`config.mk`:
```
export PLATFORM = sky130hd
export DESIGN_NAME = gpio_irq_port
export DESIGN_NICKNAME = d
export VERILOG_FILES = /design/src/rtl/gpio_pkg.sv /design/src/rtl/gpio_sync.sv /design/src/rtl/gpio_irq_detect.sv /design/src/rtl/gpio_regs.sv /design/src/rtl/gpio_irq_port.sv
export SDC_FILE = /design/constraint.sdc
export NUM_CORES = 1
export LEC_CHECK = 0
export ABC_AREA = 1
export BUFFER_PORTS_ARGS = -buffer_cell sky130_fd_sc_hd__buf_2
export CAP_MARGIN = 0
export CORE_ASPECT_RATIO = 0.7
export CORE_MARGIN = 8
export CORE_UTILIZATION = 30
export DETAILED_ROUTE_END_ITERATION = 7
export RECOVER_POWER = 50
export SLEW_MARGIN = 20
export SYNTH_ARGS = -nofsm -noshare
export SYNTH_HDL_FRONTEND = slang
export SYNTH_SLANG_ARGS = --single-unit
```
`constraint.sdc`:
```
create_clock -name clk -period 3.7 [get_ports clk]
set_clock_uncertainty 0.2 [all_clocks]
set_input_delay 0 -clock clk [delete_from_list [all_inputs] [get_ports clk]]
set_output_delay 0 -clock clk [all_outputs]
set_load 0.05 [all_outputs]
```
`src/rtl/gpio_pkg.sv`:
```
package gpio_pkg;
  localparam int unsigned OFS_W = 8;

  localparam logic [OFS_W-1:0] OFS_DOUT   = 8'h00;
  localparam logic [OFS_W-1:0] OFS_DIN    = 8'h04;
  localparam logic [OFS_W-1:0] OFS_DIR    = 8'h08;
  localparam logic [OFS_W-1:0] OFS_SET    = 8'h10;
  localparam logic [OFS_W-1:0] OFS_CLR    = 8'h14;
  localparam logic [OFS_W-1:0] OFS_PEN    = 8'h18;
  localparam logic [OFS_W-1:0] OFS_PSEL   = 8'h1C;
  localparam logic [OFS_W-1:0] OFS_IEN    = 8'h20;
  localparam logic [OFS_W-1:0] OFS_IPEND  = 8'h24;
  localparam logic [OFS_W-1:0] OFS_IMASK  = 8'h2C;
  localparam logic [OFS_W-1:0] OFS_IACK   = 8'h30;
  localparam logic [OFS_W-1:0] OFS_SENSE  = 8'h34;
  localparam logic [OFS_W-1:0] OFS_DUAL   = 8'h38;
  localparam logic [OFS_W-1:0] OFS_POL    = 8'h3C;

  // Trigger decision for one pin.
  // sense=1 selects level mode; pol picks falling/low when 1.
  function automatic logic trig_hit(input logic sense, input logic pol,
                                    input logic dual, input logic cur,
                                    input logic prev);
    logic hit;
    if (sense)
      hit = cur ^ pol;
    else if (dual)
      hit = cur ^ prev;
    else if (pol)
      hit = prev & ~cur;
    else
      hit = cur & ~prev;
    return hit;
  endfunction

  // Next pending bit: an acknowledge overrides a new event.
  function automatic logic pend_next(input logic pend, input logic ack,
                                     input logic en, input logic hit);
    return ~ack & (pend | (en & hit));
  endfunction
endpackage

```
`src/rtl/gpio_sync.sv`:
```
module gpio_sync #(
  parameter int unsigned W = 32
) (
  input  logic         clk,
  input  logic         rst_n,
  input  logic [W-1:0] d_async,
  output logic [W-1:0] d_sync
);
  logic [W-1:0] stage1;

  always_ff @(posedge clk or negedge rst_n) begin
    if (!rst_n) begin
      stage1 <= '0;
      d_sync <= '0;
    end else begin
      stage1 <= d_async;
      d_sync <= stage1;
    end
  end
endmodule

```
`src/rtl/gpio_irq_detect.sv`:
```
module gpio_irq_detect
  import gpio_pkg::*;
#(
  parameter int unsigned W = 32
) (
  input  logic         clk,
  input  logic         rst_n,
  input  logic [W-1:0] lvl_now,
  input  logic [W-1:0] cfg_sense,
  input  logic [W-1:0] cfg_pol,
  input  logic [W-1:0] cfg_dual,
  input  logic [W-1:0] cfg_en,
  input  logic [W-1:0] cfg_mask,
  input  logic [W-1:0] ack_vec,
  output logic [W-1:0] hit_vec,
  output logic [W-1:0] pend,
  output logic         irq
);
  logic [W-1:0] lvl_prev;

  always_ff @(posedge clk or negedge rst_n) begin
    if (!rst_n) lvl_prev <= '0;
    else        lvl_prev <= lvl_now;
  end

  for (genvar i = 0; i < W; i++) begin : g_pin
    assign hit_vec[i] = trig_hit(cfg_sense[i], cfg_pol[i], cfg_dual[i],
                                 lvl_now[i], lvl_prev[i]);

    always_ff @(posedge clk or negedge rst_n) begin
      if (!rst_n) pend[i] <= 1'b0;
      else        pend[i] <= pend_next(pend[i], ack_vec[i], cfg_en[i], hit_vec[i]);
    end
  end

  assign irq = |(pend & ~cfg_mask);
endmodule

```
`src/rtl/gpio_regs.sv`:
```
module gpio_regs
  import gpio_pkg::*;
#(
  parameter int unsigned W = 32
) (
  input  logic             clk,
  input  logic             rst_n,
  input  logic             bus_sel,
  input  logic             bus_wr,
  input  logic [OFS_W-1:0] bus_addr,
  input  logic [W-1:0]     bus_wdata,
  output logic [W-1:0]     bus_rdata,
  input  logic [W-1:0]     lvl_now,
  input  logic [W-1:0]     pend,
  output logic [W-1:0]     r_dout,
  output logic [W-1:0]     r_dir,
  output logic [W-1:0]     r_en,
  output logic [W-1:0]     r_mask,
  output logic [W-1:0]     r_sense,
  output logic [W-1:0]     r_dual,
  output logic [W-1:0]     r_pol,
  output logic [W-1:0]     ack_vec
);
  logic         wr_en;
  logic         rd_en;
  logic [W-1:0] r_pen;
  logic [W-1:0] r_psel;

  assign wr_en   = bus_sel & bus_wr;
  assign rd_en   = bus_sel & ~bus_wr;
  assign ack_vec = (wr_en && bus_addr == OFS_IACK) ? bus_wdata : '0;

  always_ff @(posedge clk or negedge rst_n) begin
    if (!rst_n) begin
      r_dout  <= '0;
      r_dir   <= '0;
      r_pen   <= '0;
      r_psel  <= '0;
      r_en    <= '0;
      r_mask  <= '0;
      r_sense <= '0;
      r_dual  <= '0;
      r_pol   <= '0;
    end else if (wr_en) begin
      unique case (bus_addr)
        OFS_DOUT:  r_dout  <= bus_wdata;
        OFS_SET:   r_dout  <= r_dout | bus_wdata;
        OFS_CLR:   r_dout  <= r_dout & ~bus_wdata;
        OFS_DIR:   r_dir   <= bus_wdata;
        OFS_PEN:   r_pen   <= bus_wdata;
        OFS_PSEL:  r_psel  <= bus_wdata;
        OFS_IEN:   r_en    <= bus_wdata;
        OFS_IMASK: r_mask  <= bus_wdata;
        OFS_SENSE: r_sense <= bus_wdata;
        OFS_DUAL:  r_dual  <= bus_wdata;
        OFS_POL:   r_pol   <= bus_wdata;
        default: ;
      endcase
    end
  end

  always_comb begin
    bus_rdata = '0;
    if (rd_en) begin
      unique case (bus_addr)
        OFS_DOUT:  bus_rdata = r_dout;
        OFS_DIN:   bus_rdata = lvl_now;
        OFS_DIR:   bus_rdata = r_dir;
        OFS_PEN:   bus_rdata = r_pen;
        OFS_PSEL:  bus_rdata = r_psel;
        OFS_IEN:   bus_rdata = r_en;
        OFS_IPEND: bus_rdata = pend;
        OFS_IMASK: bus_rdata = r_mask;
        OFS_SENSE: bus_rdata = r_sense;
        OFS_DUAL:  bus_rdata = r_dual;
        OFS_POL:   bus_rdata = r_pol;
        default:   bus_rdata = '0;
      endcase
    end
  end
endmodule

```
`src/rtl/gpio_irq_port.sv`:
```
module gpio_irq_port
  import gpio_pkg::*;
#(
  parameter int unsigned NPINS = 32
) (
  input  logic             clk,
  input  logic             rst_n,
  input  logic             bus_sel,
  input  logic             bus_wr,
  input  logic [OFS_W-1:0] bus_addr,
  input  logic [NPINS-1:0] bus_wdata,
  output logic [NPINS-1:0] bus_rdata,
  input  logic [NPINS-1:0] pin_in,
  output logic [NPINS-1:0] pin_out,
  output logic [NPINS-1:0] pin_oe,
  output logic             irq
);
  // Internal events brought out by name for the checker.
  logic [NPINS-1:0] lvl_now;
  logic [NPINS-1:0] hit_vec;
  logic [NPINS-1:0] ack_vec;
  logic [NPINS-1:0] pend;
  logic [NPINS-1:0] r_en;
  logic [NPINS-1:0] r_mask;
  logic [NPINS-1:0] r_sense;
  logic [NPINS-1:0] r_dual;
  logic [NPINS-1:0] r_pol;

  gpio_sync #(.W(NPINS)) u_sync (
    .clk     (clk),
    .rst_n   (rst_n),
    .d_async (pin_in),
    .d_sync  (lvl_now)
  );

  gpio_regs #(.W(NPINS)) u_regs (
    .clk       (clk),
    .rst_n     (rst_n),
    .bus_sel   (bus_sel),
    .bus_wr    (bus_wr),
    .bus_addr  (bus_addr),
    .bus_wdata (bus_wdata),
    .bus_rdata (bus_rdata),
    .lvl_now   (lvl_now),
    .pend      (pend),
    .r_dout    (pin_out),
    .r_dir     (pin_oe),
    .r_en      (r_en),
    .r_mask    (r_mask),
    .r_sense   (r_sense),
    .r_dual    (r_dual),
    .r_pol     (r_pol),
    .ack_vec   (ack_vec)
  );

  gpio_irq_detect #(.W(NPINS)) u_det (
    .clk       (clk),
    .rst_n     (rst_n),
    .lvl_now   (lvl_now),
    .cfg_sense (r_sense),
    .cfg_pol   (r_pol),
    .cfg_dual  (r_dual),
    .cfg_en    (r_en),
    .cfg_mask  (r_mask),
    .ack_vec   (ack_vec),
    .hit_vec   (hit_vec),
    .pend      (pend),
    .irq       (irq)
  );
endmodule

```
==> results of run 1 <==
## cells by family (layout without fill, tap and decap cells)
logic type	after synthesis	in the layout	synth area share [%]
other	0	2	0
buffers and inverters	388	674	7.97
AOI/OAI and AO/OA	487	487	12.4
adders and majority gates	64	64	3.92
and+or+nand+nor	1204	1204	24.7
xor gates and xnor gates	1	1	0.0429
DFF	416	416	50.9
## worst min path at each step
stage	from	to	slack, ns	cells past startpoint
floorplan	rst_n	u_det.lvl_prev[0]$_DFF_PN0_	-0.50	0
global placement	rst_n	u_sync.stage1[26]$_DFF_PN0_	-0.19	1
detailed placement	rst_n	u_sync.stage1[26]$_DFF_PN0_	-0.19	1
CTS	bus_wdata[19]	u_regs.r_dout[19]$_DFFE_PN0P_	0.03	5
global route	bus_wdata[24]	u_regs.r_dout[24]$_DFFE_PN0P_	0.09	5
finish	bus_wdata[23]	u_regs.r_dout[23]$_DFFE_PN0P_	0.07	5
## report_power, final
group / switching, mW / total [mW] / leakage, nW / internal (mW)
registers: 0.134 / 4.85 / 5.40 / 4.71
logic: 0.572 / 0.839 / 6.37 / 0.267
clock network: 1.93 / 5.09 / 0.833 / 3.16
## per-layer routing
metal | track usage [%] | wire length, µm | up-vias
met5 | 0 | 35 | -
met4 | 4.60 | 1730 | 6
met3 | 4.61 | 5060 | 100
met2 | 24.9 | 27500 | 513
met1 | 23.7 | 30400 | 8434
li1 | - | - | 8818
## worst max-delay path, delay by kind of cell
family,cells,cell delay [ns]
AND/OR/NAND/NOR,8,1.12
buffers and inverters,5,2.04
## placed cells by master, fill, tap and decap left out, drive strengths merged, types with 64 or more instances in the layout
| master | n |
|---|---|
| nand2 | 601 |
| dfrtp | 416 |
| o21ai | 381 |
| nand3 | 345 |
| inv | 259 |
| nor2 | 257 |
| buf | 206 |
| dlygate4sd3 | 118 |
| a21oi | 80 |
| clkbuf | 72 |
| ha | 64 |
## area by class of cell
| cell class | instances | area, µm² |
|---|---|---|
| Timing Repair Buffer | 332 | 2370 |
| Inverter | 258 | 968 |
| Sequential cell | 416 | 10400 |
| Clock buffer | 64 | 1380 |
| Tap cell | 902 | 1130 |
| Clock inverter | 20 | 315 |
| Fill cell | 6951 | 42700 |
| Multi-Input combinational cell | 1756 | 8450 |
| Antenna cell | 2 | 5.00 |
## what timing repair did
item	4_1_cts	5_1_grt
hold buffers	119	0
endpoints found under the hold margin	768	0
endpoints found under the setup margin	0	0
==> results by group, run 1 <==
Yosys
  • Async set or reset register ratio after synthesis: 100%
  • Syn_nets: 2,700
  • Synthesized area per cell: 7.98 µm²
  • Number of distinct library cells after synthesis: 25
  • Top_reg_cell synth: dfrtp_1
  • Leading post-synthesis cells by cell area: dfrtp_1, nand2_1, nand3_1, o21ai_0, inv_1
  • Seq cells post-synth: 416
  • Top post-synthesis cells by count: nand2_1, dfrtp_1, nand3_1
  • Synth Instances: 2,560
  • Synthesized area: 20,400 µm²
  • Synth Warn #: 0
  • Yosys top cell by area: dfrtp_1
  • Sequential area share after synthesis: 50.9%
  • Most frequent cell after synthesis: nand2_1
  • Post-synth top area share: 50.9%
  • Number of synthesized flops with an enable pin: 0

Hold path
  • Hold/Removal Path Class: in2reg

Timing
  • Final setup vio count: 0
  • Hold Vio Cnt, Final: 0
  • Setup_tns: 0 ns
  • Worst Tran Pin Value: 1.94 ns
  • Fmax: 0.294 GHz
  • Final WS setup: 0.296 ns
  • Fin crit share: 92.0%
  • Fin. max-slew vios: 210
  • Worst slew margin: -29.0%
  • Crit path time final: 3.40 ns
  • RSZ-0062 raised after global routing: no
  • Hold WS: 0.0695 ns

Final layout
  • Layout Nets: 2,949
  • Final Core Density: 36.9%
  • Design area: 25,000 µm²
  • Non-Filler Instances: 3,750
  • Layout cells sized above 1: 11.5%
  • P&R area growth vs syn: 22.5%

Outcome
  • Outcome: finished, violations left
  • Failing checks: max-capacitance violations, max-slew violations

Critical path
  • Max stage delay on crit path: 0.59 ns
  • R2R cell count: 8
  • Critical path class: in2out
  • Worst setup endpoint: bus_rdata[20]
  • Worst path arrival time: 3.20 ns
  • R2R setup slack: 1.99 ns
  • Critical Path RT: 3.50 ns
  • Reg2reg start: u_sync.d_sync[10]$_DFF_PN0_
  • Crit Path Max Fanout: 81
  • CP Cell Sequence: dlygate4sd3_1 -> buf_2 -> nand2_1 -> dlygate4sd3_1 -> nor2_4 -> buf_12 -> nand3_1 -> nand2_1 -> nor2_1 -> nand2_1 -> nor2_1 -> nor2_1 -> buf_2
  • Slowest CP cell: dlygate4sd3_1
  • CP Launch Type: primary input
  • Worst Setup SP: bus_addr[5]
  • R2r endpoint: u_det.pend[10]$_DFF_PN0_
  • Nature of the critical path endpoint: primary output

GRT
  • First-pass GRT wire length: 102,000 µm
  • Tot GR Track Use: 16.7%
  • Overflow after GRT: 0
  • Vias in the first global route: 17.2k
  • Largest net degree at the start of global routing: 98
  • Initial antenna violation count: 6

Floorplan
  • Num ports: 173
  • Core area: 67,800 µm²
  • FP Rows: 80
  • DIE AREA: 76,900 µm²
  • Die height: 234 µm
  • Die width: 328 µm
  • Initial core utilization: 30.2%

Clock network
  • Htree depth: 2
  • Worst skew pair latency: 0.58 ns
  • Clk buf depth: 3
  • Clk sink count: 416
  • Clock Tree Root: clkbuf_16
  • Clk slew on worst S/H paths: 0.06 ns
  • CTS tree: done
  • Post-CTS resize count: 0
  • Post CTS Setup Buffer Count: 0
  • Total CTS buffers: 45

Routing
  • # DRC: 0
  • Vias: 17.9k
  • DR pass1 iterations: 6
  • Vias per cell: 4.77
  • Drt initial violations: 1,540
  • Post-route ant nets: 0
  • Avg WL per Cell: 17.3 µm
  • DRT Wirelength: 64,700 µm

Power and ir drop
  • Pwr Total: 10.8 mW
  • PD cells: 430 nW/µm²
  • VDD IR max: 0.352 mV
  • Leak Pwr: 12.6 nW

Placement
  • Gp weighted congestion: 0.804
  • Dpl ws: 1.13 ns
  • Input/output buffers: 172
  • DP Wirelength: 41,000 µm
  • Placed Area: 22,200 µm²
  • Cell Count Post-Placement: 3,545

Flow run
  • Max-cap violations: 5
Power figures use the tool's default switching activity.
==> run 2: changes to the inputs <==
- SETUP_SLACK_MARGIN: not set -> 0.3
==> run 2 against run 1 <==
Net effect:
- the flow now finishes without violations
- routed wire length is 0.81% higher
- utilization rose by 0.087 points
- critical path type unchanged
- critical path depth is the same
- worst setup slack improved by 0.18 ns
- critical endpoint unchanged
- fmax is 5.6% higher
==> results by group, run 2 (synthesis gave the netlist of run 1 again) <==
Timing
  • Fmax: 0.310 GHz
  • Fin. max-slew vios: 0
  • Worst Tran Pin Value: 1.48 ns
  • Fin crit share: 87.1%
  • Hold Vio Cnt, Final: 0
  • Final WS setup: 0.478 ns
  • Setup_tns: 0 ns
  • RSZ-0062 raised after global routing: no
  • Crit path time final: 3.22 ns
  • Worst slew margin: 1.23%
  • Final setup vio count: 0

Final layout
  • Most frequent cells in the layout: nand2_1, dfrtp_1, nand3_1, inv_1, nor2_1
  • P&R area growth vs syn: 22.8%
  • Commonest non-fill, non-tap cell in the layout: nand2_1
  • Layout cells sized above 1: 11.7%
  • Non-Filler Instances: 3,751
  • Filler cell count: 6,942
  • Register Area: 10,400 µm²
  • Layout Nets: 2,950
  • Multi-input logic area: 8450 µm²
  • Design area: 25,100 µm²

Clock network
  • Post CTS Setup Buffer Count: 0
  • Htree depth: 2
  • Worst skew pair latency: 0.58 ns
  • Clk buf depth: 3
  • Total CTS buffers: 45
  • Clk slew on worst S/H paths: 0.06 ns
  • Clk sink count: 416
  • Clock Tree Root: clkbuf_16
  • CTS tree: done

Outcome
  • Outcome: finished clean

Critical path
  • Crit Path Max Fanout: 41
  • CP dominant cell by count: nand2_1
  • Nature of the critical path endpoint: primary output
  • Critical path class: in2out
  • CP Launch Type: primary input
  • Worst Setup SP: bus_addr[5]
  • CP Cell Sequence: dlygate4sd3_1 -> buf_2 -> nand2_1 -> dlygate4sd3_1 -> nor2_4 -> clkbuf_16 -> nand3_1 -> nand2_1 -> nor2_1 -> nand2_1 -> nor2_1 -> nor2_2 -> buf_2
  • Top delay family on crit path: buffers and inverters
  • Max stage delay on crit path: 0.59 ns
  • Reg2reg start: u_sync.d_sync[10]$_DFF_PN0_
  • Critical path buffer and inverter count: 5
  • Slowest CP cell: dlygate4sd3_1
  • Worst path arrival time: 3.02 ns
  • Critical Path RT: 3.50 ns

Power and ir drop
  • PD cells: 430 nW/µm²
  • Reg power frac: 45.0%
  • P_sw: 2.64 mW
  • VDD IR max: 0.353 mV
  • Clk pwr share: 47.2%
  • Power Internal: 8.14 mW
  • Leak Pwr: 12.6 nW
  • Pwr Total: 10.8 mW
  • Power share of the combinational group: 7.9%
  • Sw frac: 24.5%

Routing
  • Post-route ant nets: 0
  • DR pass1 iterations: 6
  • M1 wire length: 30,400 µm
  • Metal3 WL: 5430 µm
  • DRT Wirelength: 65,200 µm
  • Metal2 WL: 27,700 µm
  • Vias: 17.9k
  • Vias per cell: 4.77
  • Avg WL per Cell: 17.4 µm
  • Max Used Layer: met5
  • Drt initial violations: 1,634
  • # DRC: 0

Floorplan
  • Initial core utilization: 30.2%
  • Die width: 328 µm
  • Die height: 234 µm
  • Num ports: 173
  • FP Rows: 80
  • DIE AREA: 76,900 µm²
  • Core area: 67,800 µm²

GRT
  • Initial antenna violation count: 6
  • First-pass GRT wire length: 102,000 µm
  • Tot GR Track Use: 16.7%
  • Overflow after GRT: 0
  • Largest net degree at the start of global routing: 98
  • Vias in the first global route: 17.2k

Placement
  • Gp weighted congestion: 0.804
  • Dpl ws: 1.13 ns
  • Input/output buffers: 172
  • DP Wirelength: 41,000 µm
  • Cell Count Post-Placement: 3,545
  • Placed Area: 22,200 µm²

Flow run
  • Max-cap violations: 0

Hold path
  • Worst hold start: bus_wdata[23]
  • Hold/Removal Path Class: in2reg
==> run 2: cell count changes in the layout (fill, tap and decap cells not counted) <==
cell / previous run / this run
buf_16: 0 / 1
buf_6: 0 / 1
clkbuf_1: 7 / 5
clkbuf_16: 47 / 48
nor2_1: 248 / 247
nor2_2: 1 / 2
==> run 2: worst paths after layout <==
kind                                                      end  slack, ns  cells past startpoint
worst max-delay path                            bus_rdata[20]       0.48                     13
worst min-delay path            u_regs.r_dout[23]$_DFFE_PN0P_       0.07                      5
worst max register to register       u_det.pend[10]$_DFF_PN0_       2.00                      8
worst min register to register     u_sync.d_sync[9]$_DFF_PN0_       0.15                      0
max in group asynchronous       u_regs.r_dout[23]$_DFFE_PN0P_       0.77                      4
min in group asynchronous         u_sync.stage1[26]$_DFF_PN0_       1.08                      4
==> run 2: what timing repair did <==
action / 4_1_cts / 5_1_grt
endpoints found under the hold margin: 768 / 0
hold buffers: 119 / 0
setup endpoints to repair: 0 / 1
gates resized for setup: 0 / 3
==> run 2: metrics by stage <==
stage	hold WS [ns]	util [%]
6_report	0.0687	37.0
2_1_floorplan	-0.496	-
5_1_grt	0.0891	37.0
4_1_cts	0.0269	37.1
3_3_place_gp	-0.189	32.8
3_5_place_dp	-0.193	32.8
==> run 2: power by group through the flow <==
| stage | logic (mW) | registers [mW] | clock network [mW] |
|---|---|---|---|
| after floorplan | 0.316 | 5.01 | 0 |
| after global placement | 0.743 | 4.93 | 0 |
| after detailed placement | 0.752 | 4.93 | 0 |
| after CTS | 0.861 | 4.84 | 5.22 |
| after global routing | 0.951 | 4.87 | 5.40 |
| final | 0.848 | 4.85 | 5.09 |
==> run 2: area by class of cell <==
type	instances	share of cell area [%]
flip-flops and latches	416	41.5
multi-input cells	1756	33.7
repair buffers	333	9.69
clock buffers	64	5.50
well taps	902	4.50
inverters	258	3.86
clock inverters	20	1.26
diodes	2	0.0199
==> run 2: tightest hold or removal path: stages <==
cell and delay (ns):
dlygate4sd3_1 0.52, buf_2 0.10, o21ai_0 0.07, nand2_1 0.06
o21ai_1 0.05
==> run 2: metal layers <==
layer	vias up	global-route usage [%]
met2	558	24.9
li1	8830	-
met3	91	4.61
met1	8401	23.7
met4	6	4.60
met5	-	0
